File: src/rtl/daf_pkg.sv
package daf_pkg;
  localparam int          CRC_W    = 32;
  localparam logic [31:0] CRC_POLY = 32'h04C1_1DB7;
  localparam logic [31:0] CRC_INIT = 32'hFFFF_FFFF;
endpackage

File: src/rtl/daf_bit_counter.sv
module daf_bit_counter #(
  parameter int ADDR_BITS = 48,
  localparam int CNT_W = $clog2(ADDR_BITS + 1)
) (
  input  logic             clk,
  input  logic             rst_n,
  input  logic             sof_i,
  input  logic             bit_vld_i,
  output logic             take_o,
  output logic             first_o,
  output logic             last_o,
  output logic [CNT_W-1:0] cnt_o
);
  localparam logic [CNT_W-1:0] DONE = CNT_W'(ADDR_BITS);
  localparam logic [CNT_W-1:0] LAST = CNT_W'(ADDR_BITS - 1);

  logic [CNT_W-1:0] cnt_q, cnt_d;

  always_comb begin
    take_o  = bit_vld_i && !sof_i && (cnt_q != DONE);
    first_o = take_o && (cnt_q == '0);
    last_o  = take_o && (cnt_q == LAST);
    cnt_d   = cnt_q;
    if (sof_i)       cnt_d = '0;
    else if (take_o) cnt_d = cnt_q + 1'b1;
  end

  always_ff @(posedge clk or negedge rst_n) begin
    if (!rst_n) cnt_q <= DONE;
    else        cnt_q <= cnt_d;
  end

  assign cnt_o = cnt_q;

  AST_CNT_IN_RANGE: assert property (@(posedge clk) disable iff (!rst_n)
    cnt_q <= DONE);
  AST_SOF_RESTARTS: assert property (@(posedge clk) disable iff (!rst_n)
    sof_i |=> cnt_q == '0);
  AST_IDLE_HOLDS: assert property (@(posedge clk) disable iff (!rst_n)
    (!bit_vld_i && !sof_i) |=> $stable(cnt_q));
endmodule

File: src/rtl/daf_crc_serial.sv
module daf_crc_serial
  import daf_pkg::*;
(
  input  logic             clk,
  input  logic             rst_n,
  input  logic             clear_i,
  input  logic             en_i,
  input  logic             din_i,
  output logic [CRC_W-1:0] crc_nxt_o
);
  logic [CRC_W-1:0] crc_q, crc_d, shifted;
  logic             fb;

  always_comb begin
    fb        = crc_q[CRC_W-1] ^ din_i;
    shifted   = {crc_q[CRC_W-2:0], 1'b0} ^ (fb ? CRC_POLY : '0);
    crc_nxt_o = shifted;
    crc_d     = crc_q;
    if (clear_i)   crc_d = CRC_INIT;
    else if (en_i) crc_d = shifted;
  end

  always_ff @(posedge clk or negedge rst_n) begin
    if (!rst_n) crc_q <= CRC_INIT;
    else        crc_q <= crc_d;
  end

  AST_CRC_PRESET: assert property (@(posedge clk) disable iff (!rst_n)
    clear_i |=> crc_q == CRC_INIT);
  AST_CRC_HOLD: assert property (@(posedge clk) disable iff (!rst_n)
    (!clear_i && !en_i) |=> $stable(crc_q));
endmodule

File: src/rtl/daf_station_cmp.sv
module daf_station_cmp #(
  parameter int ADDR_BITS = 48,
  parameter int MASK_BITS = 4,
  localparam int CNT_W = $clog2(ADDR_BITS + 1)
) (
  input  logic                 clk,
  input  logic                 rst_n,
  input  logic                 clear_i,
  input  logic                 en_i,
  input  logic                 din_i,
  input  logic [CNT_W-1:0]     pos_i,
  input  logic [ADDR_BITS-1:0] station_i,
  input  logic                 group_i,
  output logic                 mismatch_nxt_o
);
  localparam logic [CNT_W-1:0] MASK_FROM = CNT_W'(ADDR_BITS - MASK_BITS);

  logic mism_q, mism_d, masked, differs;

  always_comb begin
    masked         = group_i && (pos_i >= MASK_FROM);
    differs        = en_i && !masked && (din_i != station_i[pos_i]);
    mismatch_nxt_o = mism_q || differs;
    mism_d         = mism_q;
    if (clear_i)   mism_d = 1'b0;
    else if (en_i) mism_d = mismatch_nxt_o;
  end

  always_ff @(posedge clk or negedge rst_n) begin
    if (!rst_n) mism_q <= 1'b0;
    else        mism_q <= mism_d;
  end

  AST_GROUP_TAIL_IGNORED: assert property (@(posedge clk) disable iff (!rst_n)
    (en_i && !clear_i && group_i && pos_i >= MASK_FROM) |=> $stable(mism_q));
  AST_MISMATCH_STICKY: assert property (@(posedge clk) disable iff (!rst_n)
    (mism_q && !clear_i) |=> mism_q);
endmodule

File: src/rtl/dest_addr_filter.sv
module dest_addr_filter
  import daf_pkg::*;
#(
  parameter int ADDR_BITS = 48,
  parameter int MASK_BITS = 4,
  parameter int IDX_W     = 6,
  localparam int TABLE_W  = 1 << IDX_W,
  localparam int LO_W     = IDX_W / 2,
  localparam int CNT_W    = $clog2(ADDR_BITS + 1)
) (
  input  logic                 clk,
  input  logic                 rst_n,
  input  logic                 sof_i,
  input  logic                 bit_vld_i,
  input  logic                 bit_i,
  input  logic [ADDR_BITS-1:0] station_addr_i,
  input  logic                 group_mode_i,
  input  logic                 mcast_all_i,
  input  logic                 hash_en_i,
  input  logic [TABLE_W-1:0]   hash_table_i,
  output logic                 decision_vld_o,
  output logic                 accept_o
);
  logic             take, first, last;
  logic [CNT_W-1:0] cnt;
  logic [CRC_W-1:0] crc_nxt;
  logic             mism_nxt;
  logic             grp_q, grp_d, grp_now;
  logic [IDX_W-1:0] idx, tpos;
  logic             acc_d, dv_d, dv_q, acc_q;

  daf_bit_counter #(.ADDR_BITS(ADDR_BITS)) u_cnt (
    .clk(clk), .rst_n(rst_n), .sof_i(sof_i), .bit_vld_i(bit_vld_i),
    .take_o(take), .first_o(first), .last_o(last), .cnt_o(cnt)
  );

  daf_crc_serial u_crc (
    .clk(clk), .rst_n(rst_n), .clear_i(sof_i), .en_i(take),
    .din_i(bit_i), .crc_nxt_o(crc_nxt)
  );

  daf_station_cmp #(.ADDR_BITS(ADDR_BITS), .MASK_BITS(MASK_BITS)) u_cmp (
    .clk(clk), .rst_n(rst_n), .clear_i(sof_i), .en_i(take), .din_i(bit_i),
    .pos_i(cnt), .station_i(station_addr_i), .group_i(group_mode_i),
    .mismatch_nxt_o(mism_nxt)
  );

  always_comb begin
    grp_now = first ? bit_i : grp_q;
    grp_d   = grp_q;
    if (sof_i)      grp_d = 1'b0;
    else if (first) grp_d = bit_i;
    idx  = crc_nxt[IDX_W-1:0];
    tpos = {idx[LO_W-1:0], idx[IDX_W-1:LO_W]};
    if (!grp_now)       acc_d = !mism_nxt;
    else if (hash_en_i) acc_d = hash_table_i[tpos];
    else                acc_d = mcast_all_i;
    dv_d = last;
  end

  always_ff @(posedge clk or negedge rst_n) begin
    if (!rst_n) begin
      grp_q <= 1'b0;
      dv_q  <= 1'b0;
      acc_q <= 1'b0;
    end else begin
      grp_q <= grp_d;
      dv_q  <= dv_d;
      acc_q <= dv_d && acc_d;
    end
  end

  assign decision_vld_o = dv_q;
  assign accept_o       = acc_q;

  AST_ONE_CYCLE_PULSE: assert property (@(posedge clk) disable iff (!rst_n)
    dv_q |=> !dv_q);
  AST_ACCEPT_QUALIFIED: assert property (@(posedge clk) disable iff (!rst_n)
    acc_q |-> dv_q);
  AST_DECISION_FOLLOWS_LAST: assert property (@(posedge clk) disable iff (!rst_n)
    dv_q |-> $past(bit_vld_i && !sof_i));
  AST_SOF_NO_DECISION: assert property (@(posedge clk) disable iff (!rst_n)
    sof_i |=> !dv_q);
  AST_SINGLE_SOURCE: assert property (@(posedge clk) disable iff (!rst_n)
    !(sof_i && take));
endmodule

File: config.mk
export PLATFORM = sky130hd
export DESIGN_NAME = dest_addr_filter
export DESIGN_NICKNAME = d
export VERILOG_FILES = /design/src/rtl/daf_pkg.sv /design/src/rtl/daf_bit_counter.sv /design/src/rtl/daf_crc_serial.sv /design/src/rtl/daf_station_cmp.sv /design/src/rtl/dest_addr_filter.sv
export SDC_FILE = /design/constraint.sdc
export NUM_CORES = 1
export LEC_CHECK = 0
export BUFFER_PORTS_ARGS = -buffer_cell sky130_fd_sc_hd__buf_2
export CORE_ASPECT_RATIO = 1.5
export CORE_UTILIZATION = 45
export CTS_BUF_LIST = sky130_fd_sc_hd__clkbuf_4 sky130_fd_sc_hd__clkbuf_8 sky130_fd_sc_hd__clkbuf_16
export CTS_CLUSTER_DIAMETER = 120
export CTS_CLUSTER_SIZE = 24
export DETAILED_ROUTE_END_ITERATION = 12
export PLACE_DENSITY_LB_ADDON = 0.1
export SYNTH_ARGS = -nofsm -noshare
export SYNTH_HDL_FRONTEND = slang
export SYNTH_SLANG_ARGS = --single-unit
File: constraint.sdc
create_clock -name clk -period 3.19 [get_ports clk]
set_input_delay 0.1595 -clock clk [delete_from_list [all_inputs] [get_ports clk]]
set_output_delay 0.1595 -clock clk [all_outputs]
set_load 0.01 [all_outputs]
==> results.json <==
{
  "path_clk_slew_ps": 80,
  "max-slew-margin-rel_pct": 39.95,
  "rows": 36,
  "gpl.final_weighted_congestion": 0.7790,
  "die_width_um": 69.47,
  "max_slew.worst_pin.slew_ps": 900.8,
  "io_buffer_count": 121,
  "mostFrequentLayoutCell": "sky130_fd_sc_hd__buf_2",
  "synth_area_leader_cell": "sky130_fd_sc_hd__dfstp_2",
  "synth.distinct_cells": 48,
  "syn2layout_area_growth_pct": 23.09,
  "hold_viol": 0,
  "fin_crit_ps": 2493,
  "synth.cell_area_sq_um": 3073,
  "critical_path.cell_chain": "mux4_2 -> o311ai_0 -> o31a_1 -> o31ai_1 -> a211oi_1 -> o21ai_1",
  "ctsHtreeMaxLevel": 2,
  "crit_path_max_incr_delay_ps": 890,
  "initialDrtViolationCount": 128,
  "floorplan_core_area_sq_um": 6531,
  "grt_setup_unrepaired": "false",
  "seqPwrFrac_pct": 46.1,
  "cts_setup_buffers": 0,
  "detailed_route_via_count": 2660,
  "worstPathArrival_ps": 2670,
  "synth_edf_count": 0,
  "min_period_over_period_pct": 78.15,
  "max-clock-path-buffers": 2,
  "dieHeight_um": 103.2,
  "power.combinational.fraction_pct": 28.4,
  "layout.cells.most_common_list": "sky130_fd_sc_hd__buf_2 (121), sky130_fd_sc_hd__nand2_1 (48), sky130_fd_sc_hd__dfstp_2 (34), sky130_fd_sc_hd__nor2_1 (29), sky130_fd_sc_hd__mux4_2 (22)",
  "ir_drop_mv": 0.2948,
  "place_hpwl_um": 5299,
  "route.detailed.drc": 0,
  "tritoncts": "built",
  "final_layout_size_suffix_gt1_share_pct": 49.50,
  "critPathSlowestCell": "sky130_fd_sc_hd__dfstp_2",
  "finalWorstSetupSlack_ps": 696.9,
  "drt_first_pass_iters": 4,
  "num_antenna_cells": 0,
  "class_of_the_most_critical_setup_path": "register to register",
  "worst_setup_path_end_kind": "register",
  "syn-num-nets": 412,
  "drt-vias-per-instance": 5.588,
  "grt_max_degree": 48,
  "worst-path-max-fanout": 18,
  "finalMaxSlewViolations": 0,
  "drt.antenna.violating_nets": 0,
  "grt_ovf": 0,
  "synth_top_cells_by_area": "sky130_fd_sc_hd__dfstp_2 (29%), sky130_fd_sc_hd__mux4_2 (16%), sky130_fd_sc_hd__dfrtp_1 (6.5%)",
  "power.leakage_uw": 0.001732,
  "ys_seq_elements": 42,
  "avgRoutedWirePerCell_um": 15.38,
  "p_per_area_nw_per_um2": 365.0,
  "design.final.nets": 521,
  "synth_sequential_area_ratio_pct": 35.59,
  "required_ps": 3370,
  "cap_viol_max_count": 0,
  "cell_internal_pwr_uw": 980.7,
  "global_route_wire_length_before_repair_um": 11940,
  "ys.warnings.count": 0,
  "status": "complete, no violations",
  "post_cts_resized": 0,
  "numClockSinks": 42,
  "sw_frac_of_total_pct": 28.97,
  "synthesis.area_per_instance_sq_um": 10.60,
  "synthFlopType": "sky130_fd_sc_hd__dfstp_2",
  "total_switching_power_uw": 399.9,
  "setup_violations": 0,
  "yosys.area.top_type_share_pct": 29.07,
  "fp.dieArea_sq_um": 7170,
  "synthesis.instances": 290,
  "timing.clock.skew_ps": 9.217,
  "post_detailed_routing_wire_length_um": 7323,
  "postCtsHoldBufs": 0,
  "synthArstFlopShare_pct": 100.0,
  "pre_cts_ws_ps": 690.9,
  "r2r_slack_ps": 700,
  "grt_pass1_vias": 2660,
  "clock_insertion_delay_worst_skew_ps": 300,
  "clockRootBuffer": "sky130_fd_sc_hd__clkbuf_8",
  "min-delay-path-class": "input pin to async pin",
  "num_io_pins": 122,
  "grt_use_total_pct": 20.65,
  "tritoncts.num_buffers": 5,
  "grt_antenna_before_repair": 0,
  "final.setup.tns_ps": 0,
  "max_freq_mhz": 401.1,
  "share_clk_of_total_power_pct": 25.5,
  "n_fill_cell": 600,
  "initial_util_pct": 47.05,
  "start_kind": "register"
}
final timing paths:
kind,end,cells after the start,startpoint
hold / removal,accept_o,1,rst_n
setup reg to reg,accept_o,6,u_crc.crc_q[2]
hold reg to reg,u_crc.crc_q[27],2,u_crc.crc_q[27]
setup / recovery,accept_o,6,u_crc.crc_q[2]
min in group clk,u_cmp.mism_q,4,group_mode_i
max in group asynchronous,u_cnt.cnt_o[2],1,rst_n
cell families (layout without fill, tap and decap cells):
kind of cell,count (synthesis),after routing,share of synthesized area [%]
AO/OA/AOI/OAI,38,38,9.772
XOR/XNOR,19,19,5.415
adder cells (fa/ha/maj),2,2,0.8142
buffers and inverters,33,143,5.456
flip-flops,42,42,35.59
multiplexers,39,39,24.92
AND/OR/NAND/NOR,117,117,18.04
final cells by class:
cell class / instances / area, sq um / share of cell area [%]
Clock inverter: 2 / 13.76 / 0.3639
Sequential cell: 42 / 1094 / 28.91
Multi-Input combinational cell: 215 / 1819 / 48.10
Clock buffer: 6 / 76.32 / 2.018
Timing Repair Buffer: 128 / 658.1 / 17.40
Tap cell: 76 / 95.09 / 2.514
Inverter: 7 / 26.28 / 0.6947
metal layers:
metal	up-vias	GRT usage (%)	wire, um
met4	0	6.907	63
met5	-	0	0
met3	6	3.682	401
li1	1272	-	-
met2	89	36.07	3733
met1	1293	26.09	3124
registers in the layout, summed over array words and instances, names as in the netlist:
register,count
u_crc.crc_q,32
u_cnt.cnt_o,6
accept_o,1
decision_vld_o,1
grp_q,1
u_cmp.mism_q,1
Yosys cell counts (4+ instances only):
library cell,n
sky130_fd_sc_hd__nand2_1,48
sky130_fd_sc_hd__dfstp_2,34
sky130_fd_sc_hd__nor2_1,29
sky130_fd_sc_hd__mux4_2,22
sky130_fd_sc_hd__nand3b_1,18
sky130_fd_sc_hd__clkbuf_1,15
sky130_fd_sc_hd__xnor2_1,15
sky130_fd_sc_hd__a211o_1,14
sky130_fd_sc_hd__mux2i_1,9
sky130_fd_sc_hd__dfrtp_1,8
sky130_fd_sc_hd__mux4_1,6
sky130_fd_sc_hd__inv_1,5
sky130_fd_sc_hd__nand3_1,5
sky130_fd_sc_hd__buf_2,4
sky130_fd_sc_hd__nor3_1,4
sky130_fd_sc_hd__xor2_1,4
power by group through the flow:
stage                     combinational, uW  clock [uW]  sequential [uW]
after floorplan                         298           0              615
after global placement                  389           0              645
after detailed placement                394           0              646
after CTS                               396         366              638
after global routing                    433         384              645
final                                   392         352              637
per-stage QoR:
stage          hold WS [ps]  cell area [sq um]  total power (uW)  utilization [%]  cells
2_1_floorplan        -136.1               3073             913.6                -    290
3_3_place_gp          350.4               3692              1034            56.53    468
3_5_place_dp          339.9               3692              1040            56.53    468
4_1_cts               8.507               3782              1400            57.91    476
5_1_grt               60.65               3782              1463            57.91    476
6_report             0.2052               3782              1381            57.91    476
critical path: cells and delay by family, from the launching register on:
family / cells / cell delay (ps)
muxes: 1 / 570
AOI/OAI and AO/OA: 5 / 900
DFF: 1 / 890
(Power assumes the default switching activity.)
